--- src/rtl/stcf_pkg.sv ---
package stcf_pkg;

    localparam int unsigned TL_MAX = 32;

    typedef logic [TL_MAX-1:0] stamp_t;

    typedef struct packed {
        logic   valid;
        stamp_t tl;
    } req_t;

    // Grant code width: codes 1..M plus an all-ones none code distinct from M.
    function automatic int unsigned code_width(input int unsigned m);
        return $clog2(m + 2);
    endfunction

    // True when request a is ranked ahead of request b in the same row.
    function automatic logic ranks_ahead(input req_t a, input req_t b, input logic a_lower);
        return a.valid && ((a.tl < b.tl) || ((a.tl == b.tl) && a_lower));
    endfunction

endpackage

--- src/rtl/stcf_free_map.sv ---
module stcf_free_map #(
    parameter int unsigned M  = 3,
    parameter int unsigned IW = 2,
    parameter int unsigned CW = 2
) (
    input  logic [M-1:0]    free,
    output logic [M*IW-1:0] pick,
    output logic [CW-1:0]   count
);
    // pick slot q holds the index of the q-th free queue in ascending order.
    always_comb begin
        pick  = '0;
        count = '0;
        for (int k = 0; k < M; k++) begin
            if (free[k]) begin
                for (int q = 0; q < M; q++) begin
                    if (32'(count) == q) begin
                        pick[q*IW +: IW] = IW'(k);
                    end
                end
                count = count + 1'b1;
            end
        end
    end
endmodule

--- src/rtl/stcf_row.sv ---
module stcf_row
    import stcf_pkg::*;
#(
    parameter int unsigned N    = 4,
    parameter int unsigned M    = 3,
    parameter int unsigned TL_W = 8,
    parameter int unsigned GW   = 3,
    parameter int unsigned CW   = 2
) (
    input  logic [N-1:0]      row_valid,
    input  logic [N*TL_W-1:0] row_tl,
    input  logic [M-1:0]      row_free,
    output logic [N*GW-1:0]   row_code,
    output logic [CW-1:0]     row_count
);
    localparam int unsigned IW = (M > 1) ? $clog2(M) : 1;
    localparam int unsigned RW = $clog2(N + 1);

    logic [M*IW-1:0] pick;
    req_t            reqs [N];

    stcf_free_map #(.M(M), .IW(IW), .CW(CW)) u_map (
        .free  (row_free),
        .pick  (pick),
        .count (row_count)
    );

    always_comb begin
        for (int i = 0; i < N; i++) begin
            reqs[i].valid = row_valid[i];
            reqs[i].tl    = stamp_t'(row_tl[i*TL_W +: TL_W]);
        end
    end

    for (genvar gi = 0; gi < N; gi++) begin : g_req
        logic [RW-1:0] rank;
        logic [IW-1:0] qsel;

        always_comb begin
            rank = '0;
            for (int j = 0; j < N; j++) begin
                if (j != gi && ranks_ahead(reqs[j], reqs[gi], (j < gi))) begin
                    rank = rank + 1'b1;
                end
            end
        end

        always_comb begin
            qsel = '0;
            for (int q = 0; q < M; q++) begin
                if (32'(rank) == q) begin
                    qsel = pick[q*IW +: IW];
                end
            end
        end

        always_comb begin
            if (reqs[gi].valid && (32'(rank) < 32'(row_count))) begin
                row_code[gi*GW +: GW] = GW'(qsel) + GW'(1);
            end else begin
                row_code[gi*GW +: GW] = '1;
            end
        end
    end
endmodule

--- src/rtl/stcf_sched.sv ---
module stcf_sched
    import stcf_pkg::*;
#(
    parameter int unsigned N    = 4,
    parameter int unsigned M    = 3,
    parameter int unsigned TL_W = 8,
    localparam int unsigned GW  = code_width(M),
    localparam int unsigned CW  = $clog2(M + 1)
) (
    input  logic                  clk,
    input  logic                  rst,
    input  logic                  slot_start,
    input  logic [N*N-1:0]        req_valid,
    input  logic [N*N*TL_W-1:0]   req_tl,
    input  logic [N*M-1:0]        q_free,
    output logic                  grant_valid,
    output logic [N*N*GW-1:0]     grant_code,
    output logic [N*CW-1:0]       free_total
);
    logic [N*N*GW-1:0] code_next;
    logic [N*CW-1:0]   count_next;

    for (genvar gj = 0; gj < N; gj++) begin : g_row
        stcf_row #(.N(N), .M(M), .TL_W(TL_W), .GW(GW), .CW(CW)) u_row (
            .row_valid (req_valid[gj*N +: N]),
            .row_tl    (req_tl[gj*N*TL_W +: N*TL_W]),
            .row_free  (q_free[gj*M +: M]),
            .row_code  (code_next[gj*N*GW +: N*GW]),
            .row_count (count_next[gj*CW +: CW])
        );
    end

    always_ff @(posedge clk) begin
        if (rst) begin
            grant_valid <= 1'b0;
            grant_code  <= '1;
            for (int j = 0; j < N; j++) begin
                free_total[j*CW +: CW] <= CW'(M);
            end
        end else begin
            grant_valid <= slot_start;
            if (slot_start) begin
                grant_code <= code_next;
                free_total <= count_next;
            end
        end
    end
endmodule

--- config.mk ---
export PLATFORM = sky130hd
export DESIGN_NAME = stcf_sched
export DESIGN_NICKNAME = d
export VERILOG_FILES = /design/src/rtl/stcf_pkg.sv /design/src/rtl/stcf_free_map.sv /design/src/rtl/stcf_row.sv /design/src/rtl/stcf_sched.sv
export SDC_FILE = /design/constraint.sdc
export NUM_CORES = 1
export LEC_CHECK = 0
export BUFFER_PORTS_ARGS = -buffer_cell sky130_fd_sc_hd__buf_4
export CELL_PAD_IN_SITES_DETAIL_PLACEMENT = 1
export CELL_PAD_IN_SITES_GLOBAL_PLACEMENT = 1
export CORE_AREA = 2 2 159 161
export CTS_CLUSTER_DIAMETER = 60
export DETAILED_ROUTE_END_ITERATION = 7
export DIE_AREA = 0 0 161 163
export PLACE_DENSITY_LB_ADDON = 0.1
export REMOVE_ABC_BUFFERS = 1
export SLEW_MARGIN = 25
export SYNTH_ARGS = -nofsm -noshare
export SYNTH_HDL_FRONTEND = slang
export SYNTH_SLANG_ARGS = --single-unit
--- constraint.sdc ---
create_clock -name clk -period 7.53 [get_ports clk]
set_input_delay 0.753 -clock clk [delete_from_list [all_inputs] [get_ports clk]]
set_output_delay 0.753 -clock clk [all_outputs]
set_load 0.02 [all_outputs]
==> results of run 1 <==
[routing by layer]
layer / vias to the layer above / global-route usage [%] / share of wire, %
met5: - / 0 / 0
met4: 0 / 6.82 / 1.7
met3: 45 / 3.06 / 3.7
met2: 247 / 50.5 / 50
met1: 5513 / 32.7 / 45
li1: 5645 / - / -
[through the flow]
stage	hold WS, ns	setup slack (ns)
6_report	0.469	3.61
3_3_place_gp	0.452	3.50
2_1_floorplan	0.558	3.80
4_1_cts	0.474	3.58
3_5_place_dp	0.458	3.28
5_1_grt	0.497	3.34
[sequential cells by signal, summed over array words and instances, names as in the netlist]
register and cells:
free_total 8, grant_valid 1, grant_code 48
[power by group]
group          switching (mW)  internal (mW)  leakage, nW
clock                   0.168          0.232        0.138
sequential             0.0131          0.323        0.467
combinational           0.503          0.372         5.92
total                   0.684          0.927         6.52
[cells by family after synthesis]
logic type | count (synthesis) | share of synthesized area, %
AND/OR/NAND/NOR | 441 | 21.2
adder cells (fa/ha/maj) | 276 | 31.5
flip-flops | 57 | 10.4
XOR/XNOR | 7 | 0.560
buffers and inverters | 201 | 7.00
multiplexers | 41 | 3.87
AO/OA/AOI/OAI | 416 | 25.4
[worst max-delay path: cells and delay by family]
kind | cells | cell delay, ns
AOI/OAI and AO/OA | 8 | 1.63
buffers and inverters | 2 | 0.22
adders and majority gates | 3 | 0.88
and+or+nand+nor | 4 | 0.65
[path summary, 6_finish.rpt]
path,to,cells past startpoint
worst max-delay path,grant_code[40]$_SDFFE_PP1P_,17
worst min-delay path,grant_code[46]$_SDFFE_PP1P_,1
worst max register to register,free_total[3]$_SDFFE_PP1P_,3
worst min register to register,grant_code[46]$_SDFFE_PP1P_,1
[placed cells by master, fill, tap and decap left out, drive strengths merged, types with 6 or more instances in the layout]
cell / count
nand4: 41
o22a: 14
and3: 8
dfxtp: 57
buf: 216
or2: 21
nand2b: 31
and4b: 6
clkbuf: 10
mux2: 11
a211o: 15
nand4b: 9
a21o: 28
o211ai: 11
nor3b: 6
inv: 160
and4: 6
o21a: 24
o22ai: 6
nand2: 98
o21bai: 16
nor2b: 23
nand3b: 13
nor3: 20
ha: 276
o21ai: 96
a211oi: 16
mux2i: 30
a31oi: 30
and2: 6
nand3: 34
nor2: 104
a21oi: 98
[synthesized netlist by cell type, types with 5 or more instances]
master and count:
mux2_2 10, and2_1 6, o22ai_1 6, mux2i_1 30
buf_1 5, a31oi_1 29, and4_1 6, o22a_1 14
nand2_1 98, nor3_1 17, buf_2 6, a211o_1 15
a311oi_1 5, nor2b_1 23, nand4b_1 9, a2111oi_0 5
clkbuf_1 28, inv_1 160, a211oi_1 15, or2_2 18
dfxtp_1 57, o21bai_1 15, and4b_1 6, nor3b_1 6
a21o_1 28, nor2_1 102, nand4_1 41, o211ai_1 10
and3_1 8, nand2b_1 31, o21a_1 24, nand3_1 34
a21oi_1 97, o21ai_0 92, ha_1 276, nand3b_1 13
or3_1 5
[final cells by class]
cell class                 count  area [µm²]  area share (%)
multi-input combinational   1181        9040            69.0
timing repair buffer         216        1620            12.4
sequential                    57        1140            8.71
inverter                     160         601            4.58
tap                          330         413            3.15
clock buffer                  10         239            1.82
clock inverter                 6        43.8           0.334
==> summary.txt, run 1 <==
Clock network
  – Hold-fix buffers, CTS: 0
  – CTS H-tree depth: 3
  – Post-CTS setup buffer count: 0
  – Post-cts resize count: 0
  – CTS tree: built
  – CTS Buf Count: 9
  – Clock sink count: 57
  – Root Buffer: clkbuf_16
  – Clock-pin slew on the worst setup and hold paths: 0.06 ns
  – CTS max path bufs: 2
  – Clock latency on the worst-skew pair: 0.34 ns

Floorplanning
  – I/O Pins: 216
  – Die width: 161 µm
  – Initial core utilization: 44.4%
  – Die height: 163 µm
  – Row count: 58
  – CORE AREA: 24,700 µm²
  – Die footprint: 26,200 µm²

STA
  – Fin Clk Skew: 0 ns
  – Pins over their slew limit: 0
  – Actual slew at the worst max-slew pin: 1.06 ns
  – Min cycle time layout: 3.92 ns
  – Part of the cycle the worst path needs: 52.1%
  – Slew HR: 28.8%
  – Unrepaired setup endpoints after global routing: false
  – Fmax: 255 MHz
  – Final setup violation count: 0
  – Hold Fails Final Rpt: 0
  – Setup TNS: 0 ns

Global routing
  – First-pass GRT wire length: 58.4 mm
  – Largest net degree at the start of global routing: 37
  – GRT Total Usage: 27.0%
  – Initial antenna violation count: 0
  – GRT overflow: 0
  – Vias in the first global route: 12,046

Power and ir drop
  – Power, Total: 1.61 mW
  – Leak: 6.52 nW
  – Max IR drop VDD: 0.108 mV
  – Pwr/cell area: 123 nW/µm²

Worst setup path
  – Crit path from: req_tl[113]
  – R2r setup slk: 6.59 ns
  – CP Launch Type: primary input
  – Critical path class: primary input to flip-flop
  – Critical-path top delay cell: a2111oi_0
  – Critical Path RT: 7.75 ns
  – Crit-path max cell delay: 0.48 ns
  – FF-to-FF Start: free_total[3]$_SDFFE_PP1P_
  – Data arrival, critical path: 4.14 ns
  – Crit end category: flip-flop
  – Cell mode on critical path: ha_1
  – Max FO, Critical Path: 6
  – Crit-path cells: buf_4 > inv_1 > ha_1 > nor2b_1 > o21a_1 > o21a_1 > o21ai_0 > nand3b_1 > and3_1 > ha_1 > nor2_1 > a21oi_1 > ha_1 > a211o_1 > a31o_1 > a2111oi_0 > o21bai_1

Logic synthesis
  – Cells after Synth: 1,439
  – Count of state elements after synthesis: 57
  – Synth top area share: 31.5%
  – Main synth FF type: dfxtp_1
  – Largest area contributor in the netlist: ha_1
  – Post-synth EDFFs: 0
  – Post-Synthesis Cell Area: 10,900 µm²
  – Syn_area_per_cell: 7.61 µm²
  – Top post-synthesis cells by area: ha_1 (32%), dfxtp_1 (10%), inv_1 (5.5%), a21oi_1 (4.4%), o21ai_0 (4.2%)
  – Async SR Flop Fraction: 0%
  – Number of distinct library cells after synthesis: 88
  – Sequential element share of the synthesized area: 10.4%
  – Ys Warns: 0

Hold path
  – HP Class: flip-flop to flip-flop
  – Worst Hold Launch: grant_code[46]$_SDFFE_PP1P_

Layout
  – Layout area overhead: 19.6%
  – Fraction of layout cells with a size suffix above 1: 17.5%
  – Post-layout util: 53.1%
  – Inserted Diodes: 0
  – Fillers: 3,134
  – Nets@finish: 2,060
  – Finished Cell Area: 13,100 µm²
  – Final Non-Filler Cells: 1,960

Placement
  – Routability cong.: 0.885
  – Placed insts: 1,944
  – Number of I/O port buffers: 215
  – Placed Area: 12,800 µm²
  – Final HPWL DP: 29.4 mm

Drt
  – Via total after detailed routing: 11,450
  – Post-Route WL: 35.3 mm
  – TritonRoute pass-1 iters: 5
  – DRC errors left: 0
  – Average routed wire per standard cell: 18.0 µm
  – Post-route ant nets: 0
  – Initial DRC count: 557
  – Drt via density: 5.84

Job
  – Max cap viols: 0

Status
  – Status: complete, no violations
Power figures use the tool's default switching activity.
==> run 2: changes to the inputs <==
- CORE_AREA: 2 2 159 161 -> 2 2 165 167
- DIE_AREA: 0 0 161 163 -> 0 0 167 169
- clock period: 7.53 -> 4.05 ns (I/O delays scaled with it)
==> run 2 against run 1 <==
- critical path depth is 1 higher
- sequential share of layout area is 0.11 points lower
- cell count grew 1.2%
- core utilization decreased by 3.0 points
- non-clock buffer count rose by 12
- count of clock-buffer cells in the layout grew 1
- sequential power rose by 86%
- power up 96%
- design area up 1.3%
- clock skew unchanged
- via count fell by 1.1%
- register-to-register slack worse by 3.4 ns
- critical path type unchanged
- largest power group unchanged
- highest routed layer unchanged
==> summary.txt, run 2 (synthesis results as in run 1) <==
Power and ir drop
  – Leak: 6.61 nW (+1.3%)
  – P_int: 1.92 mW (+110%)
  – Clock power share: 28.6% (+3.8 points)
  – Max IR drop VDD: 0.203 mV (+87%)
  – Comb pwr share: 51.6% (-2.7 points)
  – Power, Total: 3.16 mW (+96%)
  – Switching Share: 39.2% (-3.3 points)
  – P_sw: 1.24 mW (+81%)
  – Pwr/cell area: 238 nW/µm² (+93%)
  – Seq pwr share: 19.8% (-1.1 points)

Drt
  – DRC errors left: 0 (unchanged)
  – Via total after detailed routing: 11,319 (-1.1%)
  – TritonRoute pass-1 iters: 5 (unchanged)
  – Drt via density: 5.71 (-2.3%)
  – Initial DRC count: 462 (-17%)
  – Post-Route WL: 34.9 mm (-1.2%)
  – Post-route ant nets: 0 (unchanged)
  – Average routed wire per standard cell: 17.6 µm (-2.4%)

Clock network
  – Hold-fix buffers, CTS: 0 (unchanged)
  – CTS Buf Count: 9 (unchanged)
  – Root Buffer: clkbuf_16
  – Clock sink count: 57 (unchanged)
  – CTS tree: built
  – CTS H-tree depth: 3 (unchanged)
  – Clock latency on the worst-skew pair: 0.34 ns (about the same)
  – Clock-pin slew on the worst setup and hold paths: 0.06 ns (about the same)
  – CTS max path bufs: 2 (unchanged)
  – Post-cts resize count: 0 (unchanged)
  – Post-CTS setup buffer count: 0 (unchanged)

Layout
  – Commonest non-fill, non-tap cell in the layout: ha_1
  – Final Non-Filler Cells: 1,983 (+1.2%)
  – Biggest register: grant_code
  – Fraction of layout cells with a size suffix above 1: 18.0% (+0.54 points)
  – Post-layout util: 50.1% (-3.0 points)
  – Biggest regs: grant_code x48, free_total x8, grant_valid x1
  – Nets@finish: 2,072 (+0.58%)
  – Most frequent cells in the layout: ha_1 (276), buf_4 (228), inv_1 (160)
  – Inserted Diodes: 0 (unchanged)
  – Layout area overhead: 21.2%
  – Max reg flops: 48 (unchanged)

Placement
  – Number of I/O port buffers: 215 (unchanged)
  – Routability cong.: 0.877 (-0.87%)
  – Final HPWL DP: 29.5 mm (+0.12%)
  – Placed insts: 1,967 (+1.2%)

Floorplanning
  – Initial core utilization: 41.3% (-3.1 points)
  – Die width: 167 µm (+3.7%)
  – CORE AREA: 26,500 µm² (+7.4%)
  – I/O Pins: 216 (unchanged)
  – Die footprint: 28,200 µm² (+7.5%)
  – Die height: 169 µm (+3.7%)
  – Row count: 60 (+3.4%)

Global routing
  – GRT Total Usage: 24.5% (-2.4 points)
  – GRT overflow: 0 (unchanged)
  – Vias in the first global route: 11,839 (-1.7%)
  – Largest net degree at the start of global routing: 37 (unchanged)
  – Initial antenna violation count: 0 (unchanged)
  – First-pass GRT wire length: 57.4 mm (-1.6%)

STA
  – Slew HR: 40.6% (+12 points)
  – Unrepaired setup endpoints after global routing: false
  – Pins over their slew limit: 0 (unchanged)
  – Part of the cycle the worst path needs: 85.8%
  – Actual slew at the worst max-slew pin: 0.884 ns (-0.174 ns)
  – Fmax: 288 MHz
  – Final setup violation count: 0 (unchanged)
  – Hold Fails Final Rpt: 0 (unchanged)
  – Min cycle time layout: 3.48 ns
  – Setup TNS: 0 ns (unchanged)
  – Fin Clk Skew: 0 ns (unchanged)

Worst setup path
  – CP Launch Type: primary input
  – Critical Path RT: 4.27 ns (-3.48 ns)
  – Crit end category: flip-flop
  – Data arrival, critical path: 3.70 ns (-0.44 ns)
  – Critical path class: primary input to flip-flop
  – Max FO, Critical Path: 9 (+3)

Hold path
  – HP Class: flip-flop to flip-flop

Status
  – Status: complete, no violations

Job
  – Max cap viols: 0 (unchanged)
[run 2: cell count changes in the layout (fill, tap and decap cells not counted)]
cell,before,now
buf_4,216,228
clkinv_2,2,1
clkinv_4,3,0
clkbuf_1,0,1
bufinv_16,0,3
[run 2: power by group through the flow]
stage          registers, mW  logic (mW)  clock network (mW)
6_report               0.626        1.63               0.903
4_1_cts                0.627        1.64               0.921
5_1_grt                0.631        1.84               0.946
3_5_place_dp           0.638        1.62                   0
2_1_floorplan          0.679        1.01                   0
3_3_place_gp           0.637        1.57                   0
[run 2: final cells by class]
cell class | count | area (µm²)
clock inverters | 5 | 103
inverters | 160 | 601
multi-input cells | 1181 | 9040
flip-flops and latches | 57 | 1140
fillers | 3319 | 13200
well taps | 341 | 427
clock buffers | 11 | 243
repair buffers | 228 | 1710
[run 2: per-layer routing]
layer	vias up	global-route usage, %	share of wire [%]
li1	5671	-	-
met1	5374	30.1	45
met2	224	44.8	49
met3	50	3.11	4.0
met4	0	7.16	2.3
met5	-	0	0
[run 2: path summary, 6_finish.rpt]
check,end,slack [ns],from,depth (start not counted)
setup reg to reg,free_total[3]$_SDFFE_PP1P_,3.18,free_total[3]$_SDFFE_PP1P_,3
hold / removal,grant_code[46]$_SDFFE_PP1P_,0.47,grant_code[46]$_SDFFE_PP1P_,1
hold reg to reg,grant_code[46]$_SDFFE_PP1P_,0.47,grant_code[46]$_SDFFE_PP1P_,1
setup / recovery,grant_code[4]$_SDFFE_PP1P_,0.57,req_tl[1],18
[run 2: worst max-delay path: stages]
cell and delay [ns]:
buf_4 0.11, inv_1 0.10, ha_1 0.25, nor2b_1 0.13, o21ai_0 0.15, nand2b_1 0.07, a21oi_1 0.14, o21ai_0 0.18
o21a_1 0.24, ha_1 0.43, or3b_1 0.43, o21ai_0 0.24, a32oi_1 0.10, o21ai_0 0.11, ha_1 0.26, inv_1 0.06
a31oi_1 0.08, or2_1 0.22
[run 2: per-stage QoR]
step                cell area [µm²]  hold WS [ns]  worst slack (ns)
detailed placement            12900         0.459             0.243
global route                  13300         0.489             0.241
floorplan                     10800         0.504             0.669
CTS                           13300         0.475             0.615
finish                        13300         0.470             0.574
global placement              12900         0.450             0.385
==> run 3: changes to the inputs <==
==> constraint.sdc (replaced) <==
create_clock -name clk -period 4.05 [get_ports clk]
set_input_delay 0.81 -clock clk [delete_from_list [all_inputs] [get_ports clk]]
set_output_delay 0.81 -clock clk [all_outputs]
set_load 0.02 [all_outputs]
==> run 3 against run 2 <==
- sequential power about the same
- setup slack worse by 0.28 ns
- non-clock buffer count up 35
- first-iteration DRC count down 11%
- clock skew is the same
- critical path type unchanged
- highest routed layer unchanged
==> summary.txt, run 3 (synthesis results as in run 1) <==
Status
  – Status: complete, no violations

Drt
  – Post-Route WL: 35.1 mm (+0.72%)
  – Initial DRC count: 409 (-11%)
  – DRC errors left: 0 (unchanged)
  – Via total after detailed routing: 11,391 (+0.64%)
  – Drt via density: 5.64 (-1.1%)
  – Post-route ant nets: 0 (unchanged)
  – TritonRoute pass-1 iters: 5 (unchanged)
  – Average routed wire per standard cell: 17.4 µm (-1.0%)

Placement
  – Placed insts: 2,002 (+1.8%)
  – Final HPWL DP: 29.8 mm (+1.2%)
  – Placed Area: 13,200 µm² (+2.0%)
  – Routability cong.: 0.874 (-0.33%)
  – Pre-CTS setup slack: -0.122 ns (-0.364 ns)
  – Number of I/O port buffers: 215 (unchanged)

Layout
  – Final Non-Filler Cells: 2,018 (+1.8%)
  – Post-layout util: 51.0% (+0.91 points)
  – Fraction of layout cells with a size suffix above 1: 19.9% (+1.8 points)
  – Biggest register: grant_code
  – Finished Cell Area: 13,500 µm² (+1.8%)
  – Most frequent cells in the layout: ha_1 (276), buf_4 (263), inv_1 (160)
  – Nets@finish: 2,107 (+1.7%)
  – Layout area overhead: 23.4%
  – Inserted Diodes: 0 (unchanged)
  – Commonest non-fill, non-tap cell in the layout: ha_1
  – Biggest regs: grant_code x48, free_total x8, grant_valid x1
  – Max reg flops: 48 (unchanged)

STA
  – Pins over their slew limit: 0 (unchanged)
  – Worst hold margin: 0.466 ns (-0.00419 ns)
  – Fmax: 266 MHz (-7.6%)
  – Fin Clk Skew: 0 ns (unchanged)
  – Setup TNS: 0 ns (unchanged)
  – Slew HR: 50.6% (+10 points)
  – Unrepaired setup endpoints after global routing: false
  – Min cycle time layout: 3.76 ns (+0.284 ns)
  – Actual slew at the worst max-slew pin: 0.740 ns (-0.143 ns)
  – Final setup margin: 0.290 ns (-0.284 ns)
  – Part of the cycle the worst path needs: 92.8% (+7.0 points)
  – Final setup violation count: 0 (unchanged)
  – Hold Fails Final Rpt: 0 (unchanged)

Worst setup path
  – Critical Path RT: 4.26 ns (about the same)
  – CP Launch Type: primary input
  – Crit path buffers/inverters: 2 (-1)
  – Crit-path cells: buf_4 > inv_1 > ha_1 > nor2b_1 > o21ai_0 > nand2b_1 > a21oi_1 > o21ai_0 > or2_2 > ha_1 > a21oi_1 > ha_1 > a211o_1 > a31o_2 > a2111oi_0 > o21bai_1
  – Crit-path max cell delay: 0.40 ns (-0.03 ns)
  – Crit path from: req_tl[73]
  – Max FO, Critical Path: 5 (-4)
  – Crit end category: flip-flop
  – R2r worst-path depth: 3 (unchanged)
  – FF-to-FF Start: free_total[3]$_SDFFE_PP1P_
  – Critical-path top delay cell: a2111oi_0
  – Data arrival, critical path: 3.97 ns (+0.27 ns)
  – R2r setup slk: 3.20 ns (+0.02 ns)
  – FF-to-FF End: free_total[3]$_SDFFE_PP1P_
  – Cell family with most CP delay: compound AO/OA/AOI/OAI gates
  – Cell mode on critical path: ha_1
  – Critical path class: primary input to flip-flop

Power and ir drop
  – Leak: 6.77 nW (+2.4%)
  – Pwr/cell area: 232 nW/µm² (-2.7%)
  – Max IR drop VDD: 0.212 mV (+4.7%)
  – Power, Total: 3.13 mW (-0.92%)

Hold path
  – Worst Hold Launch: grant_code[47]$_SDFFE_PP1P_
  – HP Class: flip-flop to flip-flop
  – Worst Hold End: grant_code[47]$_SDFFE_PP1P_
  – Hold path cells: 1 (unchanged)

Clock network
  – Hold-fix buffers, CTS: 0 (unchanged)
  – CTS Buf Count: 9 (unchanged)
  – CTS tree: built
  – Post-CTS setup buffer count: 0 (unchanged)
  – CTS H-tree depth: 3 (unchanged)
  – Clock sink count: 57 (unchanged)
  – Clock latency on the worst-skew pair: 0.34 ns (about the same)
  – CTS max path bufs: 2 (unchanged)
  – Root Buffer: clkbuf_16
  – Clock-pin slew on the worst setup and hold paths: 0.05 ns (about the same)

Floorplanning
  – Die footprint: 28,200 µm² (unchanged)
  – I/O Pins: 216 (unchanged)
  – CORE AREA: 26,500 µm² (unchanged)
  – Row count: 60 (unchanged)
  – Die width: 167 µm (unchanged)
  – Initial core utilization: 41.3% (unchanged)
  – Die height: 169 µm (unchanged)

Global routing
  – GRT overflow: 0 (unchanged)
  – Vias in the first global route: 11,873 (+0.29%)
  – Largest net degree at the start of global routing: 37 (unchanged)
  – GRT Total Usage: 24.7% (+0.16 points)
  – Initial antenna violation count: 0 (unchanged)
  – First-pass GRT wire length: 58.0 mm (+1.0%)

Job
  – Max cap viols: 0 (unchanged)
==> run 3: cell count changes in the layout (fill, tap and decap cells not counted) <==
| cell | delta |
|---|---|
| a2111oi_0 | -2 |
| a2111oi_1 | +1 |
| a2111oi_2 | +1 |
| buf_4 | +35 |
| bufinv_16 | -2 |
| clkbuf_1 | -1 |
| clkbuf_8 | +2 |
| clkinvlp_4 | +1 |
| o21ai_0 | -3 |
| o21ai_1 | +3 |
==> run 3: routing by layer <==
layer,part of all wire (%),GRT usage [%],wire length (µm)
met1,45,29.7,15700
met3,3.5,2.67,1220
met5,0,0,0
met4,1.7,6.48,614
met2,50,46.4,17600
==> run 3: final cells by class <==
class,count,area [µm²]
fill,3330,13000
multi-input combinational,1181,9050
timing repair buffer,263,1970
sequential,57,1140
inverter,160,601
tap,341,427
clock buffer,12,267
clock inverter,4,50.0
==> run 3: worst max path at each step <==
stage                                        endpoint  slack [ns]  depth (start not counted)
after floorplan           grant_code[19]$_SDFFE_PP1P_        0.26                         14
after global placement    grant_code[41]$_SDFFE_PP1P_        0.04                         17
after detailed placement  grant_code[29]$_SDFFE_PP1P_       -0.12                         16
after CTS                 grant_code[29]$_SDFFE_PP1P_        0.23                         16
after global routing       grant_code[4]$_SDFFE_PP1P_        0.01                         18
final                     grant_code[29]$_SDFFE_PP1P_        0.29                         16
==> run 3: report_power, final <==
part,internal [mW],switching [mW],leakage [nW]
logic,0.751,0.941,6.15
clock network,0.525,0.285,0.151
registers,0.601,0.0243,0.467
==> run 3: what timing repair did <==
action,4_1_cts,5_1_grt
resized for setup,0,6
endpoints found under the setup margin,0,6
hold endpoints to repair,0,0
